`src/rtl/tg_pkg.sv`:
```
package tg_pkg;
    localparam int TG_HW = 12;
    localparam int TG_FW = 24;
    localparam int TG_CW = 8;
    localparam int TG_NC = 3;
    localparam int TG_PW = TG_CW * TG_NC;
    localparam int TG_AW = 4;
    localparam int TG_DW = 32;

    typedef enum logic [TG_AW-1:0] {
        RA_CTRL  = 4'd0,
        RA_HTIME = 4'd1,
        RA_HWIN  = 4'd2,
        RA_FPER  = 4'd3,
        RA_VLEN  = 4'd4,
        RA_VBEG  = 4'd5,
        RA_VEND  = 4'd6,
        RA_SKEW  = 4'd7,
        RA_POL   = 4'd8,
        RA_BORD  = 4'd9,
        RA_UFL   = 4'd10,
        RA_FMT   = 4'd11,
        RA_CLR   = 4'd12
    } tg_reg_e;

    typedef struct packed {
        logic [TG_HW-1:0] htot;
        logic [TG_HW-1:0] hpw;
        logic [TG_HW-1:0] hbeg;
        logic [TG_HW-1:0] hend;
        logic [TG_FW-1:0] fper;
        logic [TG_FW-1:0] vlen;
        logic [TG_FW-1:0] vbeg;
        logic [TG_FW-1:0] vend;
        logic [TG_FW-1:0] skew;
        logic             hs_low;
        logic             vs_low;
        logic [TG_PW-1:0] border;
        logic [TG_PW-1:0] ufl;
        logic [1:0]       fmt;
    } tg_cfg_t;

    localparam tg_cfg_t TG_CFG_RST = '{ufl: TG_PW'(8'hFF), default: '0};
endpackage

```
`src/rtl/tg_regs.sv`:
```
module tg_regs
    import tg_pkg::*;
(
    input  logic             clk,
    input  logic             rst_n,
    input  logic             wr_en,
    input  logic [TG_AW-1:0] wr_addr,
    input  logic [TG_DW-1:0] wr_data,
    output tg_cfg_t          shadow_o,
    output logic             en_o,
    output logic             clr_o
);
    typedef struct packed {
        tg_cfg_t cfg;
        logic    en;
    } regs_t;

    regs_t d, q;

    always_comb begin
        d = q;
        if (wr_en) begin
            case (tg_reg_e'(wr_addr))
                RA_CTRL:  d.en = wr_data[0];
                RA_HTIME: begin
                    d.cfg.htot = wr_data[TG_HW-1:0];
                    d.cfg.hpw  = wr_data[16 +: TG_HW];
                end
                RA_HWIN: begin
                    d.cfg.hbeg = wr_data[TG_HW-1:0];
                    d.cfg.hend = wr_data[16 +: TG_HW];
                end
                RA_FPER:  d.cfg.fper   = wr_data[TG_FW-1:0];
                RA_VLEN:  d.cfg.vlen   = wr_data[TG_FW-1:0];
                RA_VBEG:  d.cfg.vbeg   = wr_data[TG_FW-1:0];
                RA_VEND:  d.cfg.vend   = wr_data[TG_FW-1:0];
                RA_SKEW:  d.cfg.skew   = wr_data[TG_FW-1:0];
                RA_POL: begin
                    d.cfg.hs_low = wr_data[0];
                    d.cfg.vs_low = wr_data[1];
                end
                RA_BORD:  d.cfg.border = wr_data[TG_PW-1:0];
                RA_UFL:   d.cfg.ufl    = wr_data[TG_PW-1:0];
                RA_FMT:   d.cfg.fmt    = wr_data[1:0];
                default: ;
            endcase
        end
    end

    always_ff @(posedge clk or negedge rst_n) begin
        if (!rst_n) begin
            q.cfg <= TG_CFG_RST;
            q.en  <= 1'b0;
        end else begin
            q <= d;
        end
    end

    assign shadow_o = q.cfg;
    assign en_o     = q.en;
    assign clr_o    = wr_en && (tg_reg_e'(wr_addr) == RA_CLR);
endmodule

```
`src/rtl/tg_scan.sv`:
```
module tg_scan
    import tg_pkg::*;
(
    input  logic             clk,
    input  logic             rst_n,
    input  logic             en_i,
    input  tg_cfg_t          shadow_i,
    output tg_cfg_t          act_o,
    output logic             run_o,
    output logic [TG_HW-1:0] hcnt_o,
    output logic [TG_FW-1:0] fcnt_o
);
    typedef struct packed {
        logic             run;
        logic [TG_HW-1:0] hcnt;
        logic [TG_FW-1:0] fcnt;
        tg_cfg_t          act;
    } scan_t;

    scan_t d, q;
    logic  last;
    logic [TG_HW:0] hnext;
    logic [TG_FW:0] fnext;

    always_comb begin
        hnext = {1'b0, q.hcnt} + (TG_HW+1)'(1);
        fnext = {1'b0, q.fcnt} + (TG_FW+1)'(1);
        last  = q.run && (fnext >= {1'b0, q.act.fper});
        d = q;
        if (!q.run) begin
            d.act = shadow_i;
            if (en_i) begin
                d.run  = 1'b1;
                d.hcnt = '0;
                d.fcnt = '0;
            end
        end else if (last) begin
            d.act  = shadow_i;
            d.run  = en_i;
            d.hcnt = '0;
            d.fcnt = '0;
        end else begin
            d.fcnt = fnext[TG_FW-1:0];
            d.hcnt = (hnext >= {1'b0, q.act.htot}) ? '0 : hnext[TG_HW-1:0];
        end
    end

    always_ff @(posedge clk or negedge rst_n) begin
        if (!rst_n) begin
            q.run  <= 1'b0;
            q.hcnt <= '0;
            q.fcnt <= '0;
            q.act  <= TG_CFG_RST;
        end else begin
            q <= d;
        end
    end

    assign act_o  = q.act;
    assign run_o  = q.run;
    assign hcnt_o = q.hcnt;
    assign fcnt_o = q.fcnt;

    assert_wrap_R7: assert property (@(posedge clk) disable iff (!rst_n)
        (q.run && last && en_i) |=> (q.run && q.fcnt == '0 && q.hcnt == '0));
    assert_hold_R7: assert property (@(posedge clk) disable iff (!rst_n)
        (q.run && !last) |=> q.run);
    assert_shadow_R8: assert property (@(posedge clk) disable iff (!rst_n)
        (q.run && !last) |=> $stable(q.act));
endmodule

```
`src/rtl/tg_pixel.sv`:
```
module tg_pixel
    import tg_pkg::*;
(
    input  logic             clk,
    input  logic             rst_n,
    input  tg_cfg_t          act_i,
    input  logic             run_i,
    input  logic [TG_HW-1:0] hcnt_i,
    input  logic [TG_FW-1:0] fcnt_i,
    input  logic             clr_i,
    input  logic             pix_vld_i,
    input  logic [TG_PW-1:0] pix_data_i,
    output logic             pix_rdy_o,
    output logic             hsync_o,
    output logic             vsync_o,
    output logic             de_o,
    output logic [TG_PW-1:0] pix_o,
    output logic             frame_o,
    output logic             uflow_o
);
    logic uflow_d, uflow_q;
    logic hs_raw, vs_raw, hwin, vwin, de, miss;
    logic [TG_PW-1:0] col;
    logic [TG_CW-1:0] cmask;
    logic [TG_FW:0]   vs_end;

    always_comb begin
        vs_end = {1'b0, act_i.skew} + {1'b0, act_i.vlen};
        hs_raw = run_i && (hcnt_i < act_i.hpw);
        vs_raw = run_i && ({1'b0, fcnt_i} >= {1'b0, act_i.skew})
                       && ({1'b0, fcnt_i} < vs_end);
        hwin   = (hcnt_i >= act_i.hbeg) && (hcnt_i <= act_i.hend);
        vwin   = (fcnt_i >= act_i.vbeg) && (fcnt_i <= act_i.vend);
        de     = run_i && hwin && vwin;
        miss   = de && !pix_vld_i;
        col    = !de ? act_i.border : (pix_vld_i ? pix_data_i : act_i.ufl);
        case (act_i.fmt)
            2'd1:    cmask = {TG_CW{1'b1}} << (TG_CW - 4);
            2'd2:    cmask = {TG_CW{1'b1}} << (TG_CW - 5);
            2'd3:    cmask = {TG_CW{1'b1}} << (TG_CW - 6);
            default: cmask = {TG_CW{1'b1}};
        endcase
        uflow_d = miss ? 1'b1 : (clr_i ? 1'b0 : uflow_q);
    end

    always_ff @(posedge clk or negedge rst_n) begin
        if (!rst_n) uflow_q <= 1'b0;
        else        uflow_q <= uflow_d;
    end

    for (genvar g = 0; g < TG_NC; g++) begin : g_comp
        assign pix_o[g*TG_CW +: TG_CW] = col[g*TG_CW +: TG_CW] & cmask;
    end

    assign hsync_o   = hs_raw ^ act_i.hs_low;
    assign vsync_o   = vs_raw ^ act_i.vs_low;
    assign de_o      = de;
    assign pix_rdy_o = de;
    assign frame_o   = run_i && (fcnt_i == '0);
    assign uflow_o   = uflow_q;

    assert_uflow_set_R10: assert property (@(posedge clk) disable iff (!rst_n)
        (de_o && !pix_vld_i) |=> uflow_o);
    assert_uflow_clr_R10: assert property (@(posedge clk) disable iff (!rst_n)
        (clr_i && !(de_o && !pix_vld_i)) |=> !uflow_o);
    assert_idle_R1: assert property (@(posedge clk) disable iff (!rst_n)
        !run_i |-> (!de_o && !frame_o && !pix_rdy_o));
endmodule

```
`src/rtl/disp_tgen.sv`:
```
module disp_tgen
    import tg_pkg::*;
(
    input  logic             clk,
    input  logic             rst_n,
    input  logic             wr_en,
    input  logic [TG_AW-1:0] wr_addr,
    input  logic [TG_DW-1:0] wr_data,
    input  logic             pix_vld_i,
    input  logic [TG_PW-1:0] pix_data_i,
    output logic             pix_rdy_o,
    output logic             hsync_o,
    output logic             vsync_o,
    output logic             de_o,
    output logic [TG_PW-1:0] pix_o,
    output logic             frame_o,
    output logic             uflow_o
);
    tg_cfg_t          shadow, act;
    logic             en, clr, run;
    logic [TG_HW-1:0] hcnt;
    logic [TG_FW-1:0] fcnt;

    tg_regs u_regs (
        .clk      (clk),
        .rst_n    (rst_n),
        .wr_en    (wr_en),
        .wr_addr  (wr_addr),
        .wr_data  (wr_data),
        .shadow_o (shadow),
        .en_o     (en),
        .clr_o    (clr)
    );

    tg_scan u_scan (
        .clk      (clk),
        .rst_n    (rst_n),
        .en_i     (en),
        .shadow_i (shadow),
        .act_o    (act),
        .run_o    (run),
        .hcnt_o   (hcnt),
        .fcnt_o   (fcnt)
    );

    tg_pixel u_pix (
        .clk        (clk),
        .rst_n      (rst_n),
        .act_i      (act),
        .run_i      (run),
        .hcnt_i     (hcnt),
        .fcnt_i     (fcnt),
        .clr_i      (clr),
        .pix_vld_i  (pix_vld_i),
        .pix_data_i (pix_data_i),
        .pix_rdy_o  (pix_rdy_o),
        .hsync_o    (hsync_o),
        .vsync_o    (vsync_o),
        .de_o       (de_o),
        .pix_o      (pix_o),
        .frame_o    (frame_o),
        .uflow_o    (uflow_o)
    );
endmodule

```
`config.mk`:
```
export PLATFORM = sky130hd
export DESIGN_NAME = disp_tgen
export DESIGN_NICKNAME = d
export VERILOG_FILES = /design/src/rtl/tg_pkg.sv /design/src/rtl/tg_regs.sv /design/src/rtl/tg_scan.sv /design/src/rtl/tg_pixel.sv /design/src/rtl/disp_tgen.sv
export SDC_FILE = /design/constraint.sdc
export NUM_CORES = 1
export LEC_CHECK = 0
export BUFFER_PORTS_ARGS = -buffer_cell sky130_fd_sc_hd__buf_2
export CORE_ASPECT_RATIO = 1.75
export CORE_MARGIN = 1
export CORE_UTILIZATION = 55
export CTS_BUF_LIST = sky130_fd_sc_hd__clkbuf_4 sky130_fd_sc_hd__clkbuf_8 sky130_fd_sc_hd__clkbuf_16
export DETAILED_ROUTE_END_ITERATION = 16
export GPL_TIMING_DRIVEN = 0
export PLACE_DENSITY = 0.75
export SETUP_SLACK_MARGIN = 0.15
export SLEW_MARGIN = 10
export SYNTH_ARGS = -nofsm -noshare
export SYNTH_HDL_FRONTEND = slang
export SYNTH_SLANG_ARGS = --single-unit
```
`constraint.sdc`:
```
create_clock -name clk -period 3.71 [get_ports clk]
set_input_delay 0.1855 -clock clk [delete_from_list [all_inputs] [get_ports clk]]
set_output_delay 0.1855 -clock clk [all_outputs]
set_load 0.01 [all_outputs]
```
==> impl_metrics.toml <==
[outcome]
status = "finished, violations left"
violations = "setup timing"

[grt]
grt_use_total_pct = 31.4
first_global_vias = 18500
grt_max_degree = 116
grt_pass1_wl_mm = 108
antenna_found_initial = 2
grt_overflow = 0

[final_layout]
drive_above_1_share_pct = 43.2
syn2layout_area_growth_pct = 26.4
fillers = 2704
regArea_sq_um = 12000
fin_nets = 2513
multiInputGateArea_sq_um = 13100

[place]
gp_congestion = 0.905
dp_slack_ps = -1740
dpl.hpwl_mm = 47.0
portBuffers = 89

[power]
cellPowerDensity_nw_per_um2 = 696
peakVddDrop_mv = 0.474
power_mw = 22.0
leakage_nw = 15.9

[yosys]
ys_types = 59
seq_area_frac_synth_pct = 48.1
synth_common_cells = "dfrtp_1, mux2_2, ha_1, mux2_4, inv_1"
synth_area_leaders = "dfrtp_1, mux2_2, ha_1, mux2_4, mux2_1"
synth_cells = 1956
netlist_area_sq_um = 25000
yosys.area.top_type = "dfrtp_1"
synth_warnings = 0
yosys.area.top_type_share_pct = 46.4
synth_enable_flop_cells = 0
synth_seq_cells = 479
ys_async_sr_fraction_pct = 100
synthesis.nets = 2216
syn_area_per_cell_sq_um = 12.8
yosysMostFrequentCell = "dfrtp_1"
synthFlopType = "dfrtp_1"

[sta]
fmax_ghz = 0.196
finalCritPeriodShare_pct = 138
fin_skew_ps = 21.9
finalHoldViolations = 0
setup_ws_ps = -1400
relSlewSlack_pct = 13.4
rsz0062_at_grt = "yes"
slew_viol_final = 0
tightestPinTransition_ps = 1290
period_minus_slack_ps = 5110
setup_viol = 255

[clock_tree]
clk_pin_slew_ps = 70
htreeDepth = 2
clockBufferDepth = 3
cts_made_buffers = 44
insertion_delay_ps = 580
cts_sinks = 479
cts-root-buf = "clkbuf_16"
cts_tree = "yes"

[setup_path]
criticalPathCategory = "reg -> out"
critPathMaxFanout = 3
critPathCaptureType = "output port"
crit_chain = "ha_4 > a21o_1 > a2111o_1 > a311oi_4 > buf_6 > o41ai_4 > a21oi_2 > nand2_1 > a31oi_2 > xor2_1 > ha_1 > nand4_1 > nor2_4 > nand2_4 > nor3_4 > o211ai_1 > o21ai_2 > a31oi_4 > xor2_2 > buf_2"
cpPeakStageDelay_ps = 410
critPathLaunchType = "flip-flop"
cp.arrival_ps = 4930
path_buf_inv = 2
cp_top_family = "compound AO/OA/AOI/OAI gates"
crit_required_ps = 3520
crit_slowest_cell = "dfrtp_1"

[drt]
drc = 0
dr.pass1.iters = 5
wl_per_cell_um = 27.1
num_vias = 17800
drt-initial-drc-count = 974
ant_nets = 0
routed_wl_mm = 77.4
vias_per_cell = 6.21

[die]
die-area_sq_um = 46300
pin_count = 94
rows = 102
die_w_um = 163
core_area_sq_um = 44500
fp.dieH_um = 284
start_util_pct = 56.0

[job]
maxCapViolCount = 0

[worst_hold_path]
hold_class = "in -> async"
## flip-flops by register name, summed over array words and instances (netlist names)
name	count
u_pix.uflow_o	1
u_regs.en_o	1
u_regs.shadow_o	220
u_scan.act_o	220
u_scan.fcnt_o	24
u_scan.hcnt_o	12
u_scan.run_o	1
## cell families (layout without fill, tap and decap cells)
kind of cell,Yosys count,after routing,share of synthesized area [%]
compound gates,269,269,7.35
xor+xnor,50,50,1.75
fa+ha+maj,196,196,9.86
buf+inv,227,556,4.06
flops,479,479,48.1
mux,464,464,23.2
other cells,0,1,0
simple gates,271,271,5.63
## worst reg2reg max path, delay by kind of cell (launching register included)
family | cells | cell delay [ps]
and+or+nand+nor | 9 | 1580
xor gates and xnor gates | 1 | 330
AOI/OAI and AO/OA | 1 | 280
DFF | 1 | 580
adders and majority gates | 1 | 240
muxes | 1 | 300
buffers and inverters | 7 | 1010
## cells in the final DEF (no fill, tap or decap), types with 17 or more instances in the layout
cell type  Yosys  final
nand3_1       36     28
buf_6         19     24
dfrtp_1      463    434
buf_4          1     77
buf_2         11     84
nand2_1       65     47
a21o_1        43     43
clkbuf_16      0     63
nor2_1        41     34
mux2_2       222    222
clkbuf_1      38     30
xor2_1        22     21
a21oi_1       70     54
ha_1         195    178
buf_12         0     49
dfrtp_2        0     28
o21ai_2        0     17
buf_16         0     18
mux2i_1       22     22
xnor2_1       28     26
mux2_4       161    220
inv_1        157    156
nand4_1       25     25
## final cells by class
| class | instances | share of cell area [%] |
|---|---|---|
| multi-input cells | 1250 | 41.6 |
| clock buffers | 66 | 4.25 |
| plain buffers | 69 | 2.58 |
| repair buffers | 251 | 8.71 |
| clock inverters | 12 | 0.476 |
| well taps | 572 | 2.27 |
| flip-flops and latches | 479 | 38.2 |
| diodes | 1 | 0.00793 |
| inverters | 158 | 1.93 |
## worst paths after layout
check	slack, ps	end	cells past startpoint	startpoint
worst max-delay path	-1400	vsync_o	20	u_scan.act_o[58]$_DFFE_PN0P_
worst min-delay path	70	u_regs.shadow_o[192]$_DFFE_PN0P_	2	rst_n
worst max register to register	-740	u_scan.act_o[127]$_DFFE_PN0P_	20	u_scan.fcnt_o[10]$_DFFE_PN0P_
worst min register to register	500	u_scan.act_o[163]$_DFFE_PN0P_	1	u_regs.shadow_o[163]$_DFFE_PN0P_
max in group asynchronous	2180	u_regs.shadow_o[141]$_DFFE_PN0P_	4	rst_n
min in group clk	90	u_regs.en_o$_DFFE_PN0P_	4	wr_addr[1]
## metal layers
layer  vias up  wire, um  global-route usage, %
li1       7601         -                      -
met1      9089     26400                   32.9
met2       720     40000                   56.2
met3       343      3860                   4.62
met4         0      7210                   23.0
met5         -         0                      0
## what timing repair did
item | in CTS | in global routing
endpoints found under the hold margin | 258 | 0
setup endpoints to repair | 285 | 285
gates cloned | 15 | 19
hold buffers | 9 | 0
resized for setup | 150 | 201
setup buffers | 60 | 56
pin swaps | 39 | 96
## where the power goes
group	internal, mW	total (mW)	switching [mW]
registers	6.85	8.06	1.21
clock network	2.71	4.79	2.07
logic	4.79	9.11	4.32
total	14.4	22.0	7.60
## stage by stage
| step | TNS (ps) | area, sq um | hold slack (ps) | utilization, % | instances |
|---|---|---|---|---|---|
| 5_1_grt | -216710 | 31600 | 80.0 | 70.8 | 2857 |
| 2_1_floorplan | -11100 | 25400 | -110 | - | 1956 |
| 4_1_cts | -120520 | 29800 | 59.0 | 67.0 | 2783 |
| 3_5_place_dp | -215950 | 26700 | 87.9 | 60.0 | 2621 |
| 3_3_place_gp | -3411090 | 26600 | 433 | 59.7 | 2617 |
| 6_report | -160750 | 31600 | 74.3 | 70.8 | 2858 |
(Power assumes the default switching activity.)
